--- config.mk ---
export PLATFORM = sky130hd
export DESIGN_NAME = irq_two_tier_ctrl
export DESIGN_NICKNAME = d
export VERILOG_FILES = /design/src/rtl/irq_tt_pkg.sv /design/src/rtl/irq_tt_cfg.sv /design/src/rtl/irq_tt_pend.sv /design/src/rtl/irq_tt_arb.sv /design/src/rtl/irq_two_tier_ctrl.sv
export SDC_FILE = /design/constraint.sdc
export NUM_CORES = 1
export LEC_CHECK = 0
export BUFFER_PORTS_ARGS = -buffer_cell sky130_fd_sc_hd__buf_2
export CAP_MARGIN = 20
export CORE_MARGIN = 3
export CORE_UTILIZATION = 57
export CTS_CLUSTER_SIZE = 24
export DETAILED_ROUTE_END_ITERATION = 8
export PLACE_DENSITY = 0.83
export SLEW_MARGIN = 5
export SYNTH_ARGS = -nofsm -noshare
export SYNTH_HDL_FRONTEND = slang
export SYNTH_SLANG_ARGS = --single-unit
--- constraint.sdc ---
create_clock -name clk -period 8.95 [get_ports clk]
set_clock_uncertainty 0.2 [all_clocks]
set_input_delay 0.4475 -clock clk [delete_from_list [all_inputs] [get_ports clk]]
set_output_delay 0.4475 -clock clk [all_outputs]
set_load 0.02 [all_outputs]
--- src/rtl/irq_tt_pkg.sv ---
// Package: shared sizes, types and the fixed source-to-level map for the
// two-tier interrupt controller. Assumes nine sources and eight level slots.
package irq_tt_pkg;
    localparam int NUM_SRC = 9;
    localparam int NUM_LVL = 8;
    localparam int SRC_W   = $clog2(NUM_SRC);
    localparam int LVL_W   = $clog2(NUM_LVL);
    localparam int RANK_W  = 3;
    localparam int CFG_W   = 8;

    typedef logic [SRC_W-1:0]  src_idx_t;
    typedef logic [LVL_W-1:0]  lvl_idx_t;
    typedef logic [RANK_W-1:0] rank_t;

    typedef enum logic [1:0] {
        CFG_RANK   = 2'd0,
        CFG_LVL_EN = 2'd1,
        CFG_CLR_LO = 2'd2,
        CFG_CLR_HI = 2'd3
    } cfg_addr_e;

    // Fixed wiring of sources onto levels; level 5 carries no source.
    function automatic lvl_idx_t src_level(input int s);
        case (s)
            0, 1:    return 3'd0;
            2:       return 3'd1;
            3, 4:    return 3'd2;
            5:       return 3'd3;
            6:       return 3'd4;
            7:       return 3'd6;
            default: return 3'd7;
        endcase
    endfunction

    // Rank of a level taken from the rank register fields.
    function automatic rank_t level_rank(input int l, input logic [CFG_W-1:0] rr);
        if (l < 3)      return rr[2:0];
        else if (l < 5) return rr[5:3];
        else            return {1'b0, rr[7:6]};
    endfunction
endpackage

--- src/rtl/irq_tt_cfg.sv ---
// Configuration registers: level rank register, per-level enable and the
// one-cycle software clear strobes for the pending flags.
// Assumes a single write port; strobes are combinational from the write.
module irq_tt_cfg
    import irq_tt_pkg::*;
(
    input  logic               clk,
    input  logic               rst_n,
    input  logic               cfg_we,
    input  logic [1:0]         cfg_addr,
    input  logic [CFG_W-1:0]   cfg_wdata,
    output logic [CFG_W-1:0]   rank_reg,
    output logic [NUM_LVL-1:0] lvl_en,
    output logic [NUM_SRC-1:0] clr_sw
);
    localparam int CLR_W = 2 * CFG_W;

    logic [CLR_W-1:0] clr_wide;
    logic             unused_clr_hi;

    // Store rank and level-enable registers on writes to their addresses.
    always_ff @(posedge clk) begin
        if (!rst_n) begin
            rank_reg <= '0;
            lvl_en   <= '0;
        end else if (cfg_we) begin
            if (cfg_addr == CFG_RANK)   rank_reg <= cfg_wdata;
            if (cfg_addr == CFG_LVL_EN) lvl_en   <= cfg_wdata[NUM_LVL-1:0];
        end
    end

    // Build the write-one-to-clear strobe across both clear addresses.
    always_comb begin
        clr_wide = '0;
        if (cfg_we && cfg_addr == CFG_CLR_LO) clr_wide[CFG_W-1:0]     = cfg_wdata;
        if (cfg_we && cfg_addr == CFG_CLR_HI) clr_wide[CLR_W-1:CFG_W] = cfg_wdata;
        clr_sw = clr_wide[NUM_SRC-1:0];
    end

    assign unused_clr_hi = ^clr_wide[CLR_W-1:NUM_SRC];
endmodule

--- src/rtl/irq_tt_pend.sv ---
// Pending flags, one per source. A request sets the flag; a software or
// acknowledge clear resets it; a request in the same cycle wins over a clear.
module irq_tt_pend
    import irq_tt_pkg::*;
(
    input  logic               clk,
    input  logic               rst_n,
    input  logic [NUM_SRC-1:0] req,
    input  logic [NUM_SRC-1:0] clr_sw,
    input  logic [NUM_SRC-1:0] clr_ack,
    output logic [NUM_SRC-1:0] pend
);
    for (genvar i = 0; i < NUM_SRC; i++) begin : g_flag
        // Set on request, clear on either clear strobe.
        always_ff @(posedge clk) begin
            if (!rst_n)                      pend[i] <= 1'b0;
            else if (req[i])                 pend[i] <= 1'b1;
            else if (clr_sw[i] || clr_ack[i]) pend[i] <= 1'b0;
        end
    end
endmodule

--- src/rtl/irq_tt_arb.sv ---
// Two-tier arbiter, purely combinational. Tier one takes the enabled level
// with a pending source and the smallest rank, lower level number on a tie.
// Tier two takes the lowest-index pending source inside that level.
module irq_tt_arb
    import irq_tt_pkg::*;
(
    input  logic [NUM_SRC-1:0] pend,
    input  logic [NUM_LVL-1:0] lvl_en,
    input  logic [CFG_W-1:0]   rank_reg,
    output logic               any_req,
    output src_idx_t           win_src
);
    logic [NUM_LVL-1:0] lvl_hit;
    logic [NUM_LVL-1:0] lvl_req;
    lvl_idx_t           best_lvl;
    rank_t              best_rank;

    // Collect pending sources onto their levels and mask disabled levels.
    always_comb begin
        lvl_hit = '0;
        for (int s = 0; s < NUM_SRC; s++) begin
            if (pend[s]) lvl_hit[src_level(s)] = 1'b1;
        end
        lvl_req = lvl_hit & lvl_en;
    end

    // Level tier: strict less-than keeps the lower level on equal rank.
    always_comb begin
        any_req   = 1'b0;
        best_lvl  = '0;
        best_rank = '1;
        for (int l = 0; l < NUM_LVL; l++) begin
            if (lvl_req[l] && (!any_req || level_rank(l, rank_reg) < best_rank)) begin
                any_req   = 1'b1;
                best_lvl  = LVL_W'(l);
                best_rank = level_rank(l, rank_reg);
            end
        end
    end

    // Source tier: scan downward so the lowest matching index remains.
    always_comb begin
        win_src = '0;
        for (int s = NUM_SRC - 1; s >= 0; s--) begin
            if (pend[s] && src_level(s) == best_lvl) win_src = SRC_W'(s);
        end
    end
endmodule

--- src/rtl/irq_two_tier_ctrl.sv ---
// Top of the two-tier interrupt controller. Registers the request and the
// vector and holds the vector while the request is high. On acknowledge it
// drops the request for one cycle and clears auto-clear sources.
// Assumes ack is asserted only for one cycle per serviced request.
module irq_two_tier_ctrl
    import irq_tt_pkg::*;
#(
    parameter int                 VEC_W    = 8,
    parameter logic [VEC_W-1:0]   VEC_BASE = 8'h20,
    parameter logic [NUM_SRC-1:0] AUTO_CLR = 9'h165
) (
    input  logic               clk,
    input  logic               rst_n,
    input  logic [NUM_SRC-1:0] src_req,
    input  logic               cfg_we,
    input  logic [1:0]         cfg_addr,
    input  logic [CFG_W-1:0]   cfg_wdata,
    input  logic               glb_en,
    input  logic               ack,
    output logic               irq,
    output logic [VEC_W-1:0]   vec
);
    logic [CFG_W-1:0]   rank_reg;
    logic [NUM_LVL-1:0] lvl_en;
    logic [NUM_SRC-1:0] clr_sw;
    logic [NUM_SRC-1:0] clr_ack;
    logic [NUM_SRC-1:0] pend;
    logic               any_req;
    src_idx_t           win_src;
    src_idx_t           cur_src;
    logic               still_ok;
    logic [VEC_W-1:0]   win_vec;

    irq_tt_cfg u_cfg (
        .clk       (clk),
        .rst_n     (rst_n),
        .cfg_we    (cfg_we),
        .cfg_addr  (cfg_addr),
        .cfg_wdata (cfg_wdata),
        .rank_reg  (rank_reg),
        .lvl_en    (lvl_en),
        .clr_sw    (clr_sw)
    );

    irq_tt_pend u_pend (
        .clk     (clk),
        .rst_n   (rst_n),
        .req     (src_req),
        .clr_sw  (clr_sw),
        .clr_ack (clr_ack),
        .pend    (pend)
    );

    irq_tt_arb u_arb (
        .pend     (pend),
        .lvl_en   (lvl_en),
        .rank_reg (rank_reg),
        .any_req  (any_req),
        .win_src  (win_src)
    );

    // Acknowledge clear strobe, only for sources configured as auto-clear.
    for (genvar i = 0; i < NUM_SRC; i++) begin : g_ack_clr
        if (AUTO_CLR[i]) begin : g_auto
            assign clr_ack[i] = ack && irq && (cur_src == SRC_W'(i));
        end else begin : g_manual
            assign clr_ack[i] = 1'b0;
        end
    end

    // Presented source stays valid while pending, its level on, and enabled.
    assign still_ok = pend[cur_src] && lvl_en[src_level(int'(cur_src))] && glb_en;
    assign win_vec  = VEC_BASE + VEC_W'({win_src, 1'b0});

    // Request/vector output register with hold while the request is up.
    always_ff @(posedge clk) begin
        if (!rst_n) begin
            irq     <= 1'b0;
            cur_src <= '0;
            vec     <= '0;
        end else if (irq) begin
            if (ack || !still_ok) irq <= 1'b0;
        end else if (glb_en && any_req) begin
            irq     <= 1'b1;
            cur_src <= win_src;
            vec     <= win_vec;
        end
    end
endmodule

# After elaboration in Yosys (flattened, before gate mapping)

Memories as Yosys holds them, arrays and structs flattened. A register that Yosys moved wholly into a read port is not among the register bits.
Index checks and enable logic that the tools add are counted.
W data, S select, Z words.

Bits in registers: 38
ROM bits: 24
Input port bits: 24
Output and inout port bits: 9
Memories: 1

Add/subtract/negate cells: 1
Order comparisons: 27
Eq/ne operators: 13
Multiplexer cells: 97
Bitwise operators: 10
Reduce and logical (&&, ||, !) cells: 72

Memories:

| memory          | depth | bits a word | rd ports | clocked after Yosys merged registers in | write ports | RTL line         | text |
|---|---|---|---|---|---|---|---|
| (no name shown) | 8     | 3           | 1        | 1                                       | 0           | irq_tt_pkg.sv:24 | `case (s)` |

Operators by type and width:

| kind                  | number |
|---|---|
| $mux W8               | 10 |
| $mux W3               | 23 |
| $or A8 B8 Y8          | 8 |
| $mux W1               | 42 |
| $lt A3 B4 Y1 const B  | 10 |
| $logic_and A1 B1 Y1   | 36 |
| $mux W4               | 9 |
| $demux W1 S3          | 9 |
| $ge A3 B1 Y1 const B  | 9 |
| $reduce_bool A2 Y1    | 9 |
| $logic_or A1 B1 Y1    | 13 |
| $lt A3 B3 Y1          | 4 |
| $eq A3 B3 Y1 const A  | 3 |
| $lt A2 B3 Y1          | 3 |
| $and A8 B8 Y8         | 1 |
| $eq A4 B3 Y1 const B  | 2 |
| $logic_not A1 Y1      | 8 |
| $add A6 B5 Y7 const A | 1 |
| $eq A2 B3 Y1 const A  | 2 |
| $reduce_and A2 Y1     | 3 |
| $lt A4 B5 Y1 const B  | 1 |
| $bmux W1 S4           | 1 |
| $eq A2 B2 Y1 const B  | 2 |
| $eq A4 B2 Y1 const B  | 1 |
| other kinds (9)       | 10 |

# Longest topological paths before layout

Gate-level depths: netlist of run 1.

Depth in word-level cells: 65
Depth in mapped cells: 34

# By module

From an unflattened synthesis of run 1, not the netlist that was laid out.

Cell total of the unflattened synthesis: 251
Area, all modules: 2264.7 um^2

Modules (own cells, without submodules):

| module            | times used | cells each | area each (um^2) | seq. area each (um^2) |
|---|---|---|---|---|
| irq_tt_cfg        | 1          | 72         | 698.2            | 320.3 |
| irq_two_tier_ctrl | 1          | 69         | 620.6            | 180.2 |
| irq_tt_arb        | 1          | 82         | 578.1            | 0.0 |
| irq_tt_pend       | 1          | 28         | 367.9            | 180.2 |

# Worst setup path after synthesis of run 1

Ideal clock, no wire load.

Path type: flip-flop to flip-flop
From: register u_pend.pend[0]
To: register (tool-made name)
Setup time: 114 ps
Data arrival time: 6101 ps
Data required time: 8636 ps
Path slack: 2535 ps
Stages on the path, launching flop included: 32
Path buffers: 1
Period minus slack after synthesis: 6415 ps
Path through: dfxtp_1 > o21a_1 > nor3_2 > buf_2 > nor2_1 > ha_1 > a21o_1 > a311oi_1 > a21o_1 > a21oi_1 > ha_1 > nand3b_1 > nor4_1 > a21o_1 > nor2_1 > a21oi_1 > ha_1 > nor2_1 > o311ai_0 > o221ai_1 > a211oi_2 > or2_2 > o21ai_0 > ha_1 > nor4b_1 > o21ai_0 > mux2_1 > a211o_1 > a31oi_1 > a21oi_4 > nand2_2 > a2bb2o_4

RTL lines:

| element                           | RTL line          | text |
|---|---|---|
| from (decl)                       | irq_tt_pend.sv:11 | `output logic [NUM_SRC-1:0] pend` |
| from (signal, indexed assignment) | irq_tt_pend.sv:16 | `if (!rst_n) pend[i] <= 1'b0;` |
| from (signal, indexed assignment) | irq_tt_pend.sv:17 | `else if (req[i]) pend[i] <= 1'b1;` |
| from (signal, indexed assignment) | irq_tt_pend.sv:18 | `else if (clr_sw[i] \|\| clr_ack[i]) pend[i] <= 1'b0;` |

==> results.toml, run 1 <==
[worst_setup_path]
cp-end-kind = "register"
critPathMaxFanout = 13
reg2reg_from = "u_pend.pend[0]"
criticalPathCategory = "register to register"
cp.arrival_ps = 7570
setup.worst_path.start = "u_pend.pend[0]"
cpPeakStageDelay_ps = 630
worstSetupStartpointType = "register"
cp.required_ps = 8950
critical-path-slowest-cell = "nor3_2"

[floorplan]
coreArea_sq_um = 3716
placementRows = 22
dieHeight_um = 68.47
initial_core_util = 0.5987
die_area_sq_um = 4688
die_w_um = 68.47
io_pins = 33

[timing]
fin_hold_ws_ps = 160.4
fin_crit_sh = 0.8459
setup_viol = 0
fmax_ghz = 0.1321
max_slew.worst_pin.slew_ps = 712.3
finalHoldViolations = 0
rsz0062_at_grt = "no"
setup_slack_ps = 1379
setup-tns-final_ps = 0
slew_viol_final = 0
max_slew_margin = 0.5226
finalWorstPathRequiredPeriod_ps = 7571

[power_and_ir_drop]
p_leak_uw = 0.001028
p_per_area_nw_per_um2 = 139.8
peakVddDrop_uv = 122.8

[place]
io_buffers = 29
hpwl_um = 4028
pre_cts_slack_ps = 1403
gp_congestion = 0.9494
place_area_sq_um = 2391

[synth]
async_flop_share = 0
ys_warn_count = 0
netlist.area_leader.share = 0.3060
seq_area_frac_synth = 0.3060
postSynthCellCount = 254
synth_area_sq_um = 2225
synth_cell_type_count = 64
synth.area.top_cells = "dfxtp_1, mux2i_1, nor2b_1"
synth_area_leader_cell = "dfxtp_1"
synth_edf_count = 0
avgSynthCellArea_sq_um = 8.758
synth-main-ff-cell = "dfxtp_1"
synth-seq-cells = 34

[cts]
clkSinkCount = 34
numCtsBuffers = 5
tritoncts = "built"
clkTransAtPathRegs_ps = 70
cts_buffer_depth = 2
post-cts-setup-buffers = 0
ctsHoldBuffers = 0
post_cts_resized = 0
clk_root_buffer_cell = "clkbuf_8"
clock_latency_ps = 290
h-tree-depth = 2

[drt]
wirelength_um = 5241
viasPerCell = 6.127
drc = 0
num_vias = 2028
post_drt_wl_per_cell_um = 15.83
antenna_violating_nets_post_route = 0
drtIter0Drc = 158
first_pass_iters = 4

[status]
status = "finished clean"

[finish]
multi_input_area_sq_um = 1479
largest_register_ffs = 9
fin_util = 0.6690
antennaDiodeCount = 0
ff_latch_area_sq_um = 680.7
nets = 314
synthToLayoutAreaGrowth_pct = 11.75
drive_gt1_frac = 0.1979
fillers = 343
finalInstanceArea_sq_um = 2486

[global_route]
antenna_found_initial = 0
grt_remaining_overflow = 0
grt_max_degree = 35
grt_pass1_wl_um = 8625
grt_usage = 0.2485
grt_pass1_vias = 1866

[job]
cap_viol_max_count = 0

[worst_hold_path]
hold_class = "input pin to register"
min_from = "src_req[0]"
-- cell families (layout without fill, tap and decap cells) --
family | after synthesis | after routing | synth area share
AOI/OAI and AO/OA | 68 | 68 | 0.2441
adders and majority gates | 8 | 8 | 0.04500
buffers and inverters | 16 | 43 | 0.03262
DFF | 34 | 34 | 0.3060
muxes | 23 | 23 | 0.1164
other | 1 | 3 | 0.001686
and+or+nand+nor | 104 | 104 | 0.2542
-- power by group --
part           total [uW]  internal, uW  switching [uW]
clock network         121          61.8            59.0
registers             169           159            10.4
logic                57.6          26.4            31.2
-- routing by layer --
| metal | vias to the layer above | part of all wire | track usage |
|---|---|---|---|
| li1 | 994 | - | - |
| met1 | 942 | 0.44 | 0.3038 |
| met2 | 74 | 0.47 | 0.4136 |
| met3 | 18 | 0.061 | 0.04762 |
| met4 | 0 | 0.035 | 0.1216 |
| met5 | - | 0 | 0 |
-- synthesized netlist by cell type (all sizes together), types with 3 or more instances --
master and n:
dfxtp 34, nand2 25, nor2b 25, nor2 20, mux2i 18, a21oi 13
o21ai 9, ha 8, and2 7, o21a 7, clkbuf 6, a31oi 5
buf 5, inv 5, a21o 3, mux2 3, nand2b 3, nand3 3
nand4 3, nor3 3, or3 3
-- stage by stage --
stage | std cells | power [uW]
4_1_cts | 331 | 347.3
6_report | 331 | 347.6
3_3_place_gp | 323 | 228.1
3_5_place_dp | 323 | 229.7
5_1_grt | 331 | 360.6
2_1_floorplan | 256 | 211.9
-- worst max-delay path, delay by kind of cell, from the launching register on --
kind,cells,cell delay (ps)
and+or+nand+nor,11,2210
AOI/OAI and AO/OA,16,3670
adders and majority gates,4,1050
DFF,1,340
-- final cells by class --
type                    instances  area share
flip-flops and latches         34      0.2738
clock buffers                   6     0.03322
clock inverters                 2    0.005033
well taps                      48     0.02416
repair buffers                 30     0.06140
multi-input cells             206      0.5949
inverters                       5    0.007549
-- cells in the final DEF (no fill, tap or decap), drive strengths merged, types with 3 or more instances in the layout --
cell type	n
dfxtp	34
buf	30
nor3	3
inv	5
clkbuf	6
mux2	3
a31oi	5
o21a	7
nand3	3
or3	3
a21oi	13
and2	7
nand4	3
nand2	25
mux2i	18
o21ai	9
nor2	20
ha	8
a21o	3
nand2b	3
nor2b	25
conb	3
-- path summary, 6_finish.rpt --
path / slack [ps] / endpoint / cells after the start
worst max register to register: 1380 / register / 31
worst max-delay path: 1380 / register / 31
worst min-delay path: 160 / u_pend.pend[0] / 2
worst min register to register: 270 / vec[5] / 1
Power figures use the tool's default switching activity.
==> run 2: changes to the inputs <==
- clock period: 8.95 -> 7.5 ns (I/O delays scaled with it)
==> results.toml, run 2 (synthesis results as in run 1) <==
[cts]
clk_root_buffer_cell = "clkbuf_8"
clkTransAtPathRegs_ps = 70
h-tree-depth = 2
clock_latency_ps = 280
tritoncts = "built"
ctsHoldBuffers = 0
cts_buffer_depth = 2
clkSinkCount = 34
numCtsBuffers = 5

[global_route]
use_met1 = 0.3357
grt_remaining_overflow = 0
grt_busiest_layer = "met2"
antenna_found_initial = 0
grt_max_degree = 35
grt_pass1_wl_um = 9039
grt_pass1_vias = 1857
grt_usage = 0.2567
grt_util_met2 = 0.4267
grt_use_met3 = 0.04433

[status]
status = "finished clean"

[floorplan]
initial_core_util = 0.5987
io_pins = 33
dieHeight_um = 68.47
die_w_um = 68.47
coreArea_sq_um = 3716
placementRows = 22
die_area_sq_um = 4688

[place]
pre_cts_slack_ps = 260.6
gp_congestion = 0.9010
place_area_sq_um = 2406
io_buffers = 29
hpwl_um = 4236

[timing]
max_slew_margin = 0.5796
setup_viol = 0
setup_slack_ps = 701.4
finalHoldViolations = 0
finalWorstPathRequiredPeriod_ps = 6799
max_slew.worst_pin.slew_ps = 622.4
slew_viol_final = 0
fin_crit_sh = 0.9065
fmax_ghz = 0.1471
setup-tns-final_ps = 0

[worst_setup_path]
cp.arrival_ps = 6780
cp-end-kind = "register"
cpPeakStageDelay_ps = 390
critPathMaxFanout = 7
criticalPathCategory = "register to register"
reg2reg_depth = 32
worstSetupStartpointType = "register"
critical-path-slowest-cell = "a2111oi_0"
cp.required_ps = 7480
crit_top_cell = "nor2_1"

[finish]
final_common_cell = "dfxtp_1"
antennaDiodeCount = 0
drive_gt1_frac = 0.2432
largest_register_ffs = 9
fillers = 297
nets = 323
synthToLayoutAreaGrowth_pct = 17.94
finalInstanceArea_sq_um = 2624
final_cell_mix = "dfxtp_1, buf_2, nor2b_1, nand2_1, nor2_1"

[drt]
antenna_violating_nets_post_route = 0
num_vias = 2079
drc = 0
viasPerCell = 6.115
drtIter0Drc = 144
post_drt_wl_per_cell_um = 16.56
wirelength_um = 5631
first_pass_iters = 4

[power_and_ir_drop]
combPwrFrac = 0.172
swShare = 0.2693
p_int_uw = 317.5
p_per_area_nw_per_um2 = 165.6
p_seq_frac = 0.466
peakVddDrop_uv = 165.4
p_clk_frac = 0.362
switchingPower_uw = 117.0
p_leak_uw = 0.001089

[job]
cap_viol_max_count = 0

[worst_hold_path]
hold_class = "input pin to register"
worstHoldPathCells = 2
## run 2: cell count changes in the layout (fill, tap and decap cells not counted), moves of 2 or more
cell and change:
clkbuf_8 +2, buf_4 +9, a2bb2oi_2 -2, a2bb2oi_4 +2
## run 2: routing by layer
layer	vias to the layer above	share of wire
met3	11	0.061
met2	81	0.49
met1	970	0.43
met4	0	0.017
met5	-	0
li1	1017	-
## run 2: critical path, delay by kind of cell, from the launching register on
kind	cells	cell delay [ps]
AO/OA/AOI/OAI	18	3460
AND/OR/NAND/NOR	9	1410
adder cells (fa/ha/maj)	4	1130
flip-flops	1	360
buffers and inverters	1	130
## run 2: timing repair
item,4_1_cts,5_1_grt
setup endpoints to repair,0,7
buffers inserted,0,7
resized for setup,0,9
## run 2: cell type report
class / count / area, sq um / area share
clock buffers: 8 / 110.1 / 0.04196
flip-flops and latches: 34 / 680.7 / 0.2594
multi-input cells: 206 / 1534 / 0.5846
repair buffers: 39 / 220.2 / 0.08393
inverters: 5 / 18.77 / 0.007153
well taps: 48 / 60.06 / 0.02289
## run 2: worst paths after layout
path	start	endpoint	slack, ps
worst min-delay path	src_req[0]	u_pend.pend[0]	100
worst min register to register	vec[5]	vec[5]	260
worst max-delay path	u_pend.pend[3]	register	700
worst max register to register	u_pend.pend[3]	register	700
## run 2: power by group through the flow
stage | sequential (uW) | clock [uW] | combinational (uW)
final | 203 | 157 | 74.8
after global routing | 204 | 164 | 83.0
after CTS | 202 | 158 | 69.5
after detailed placement | 206 | 0 | 69.3
after global placement | 205 | 0 | 67.6
after floorplan | 203 | 0 | 49.7
## run 2: per-stage QoR
step	hold WS, ps	power [uW]	util	instances
global placement	244.0	273.0	0.6475	325
detailed placement	250.2	275.1	0.6475	325
CTS	99.21	429.6	0.6771	333
global route	124.2	450.7	0.7061	340
finish	102.0	434.5	0.7061	340
floorplan	285.5	252.9	-	256
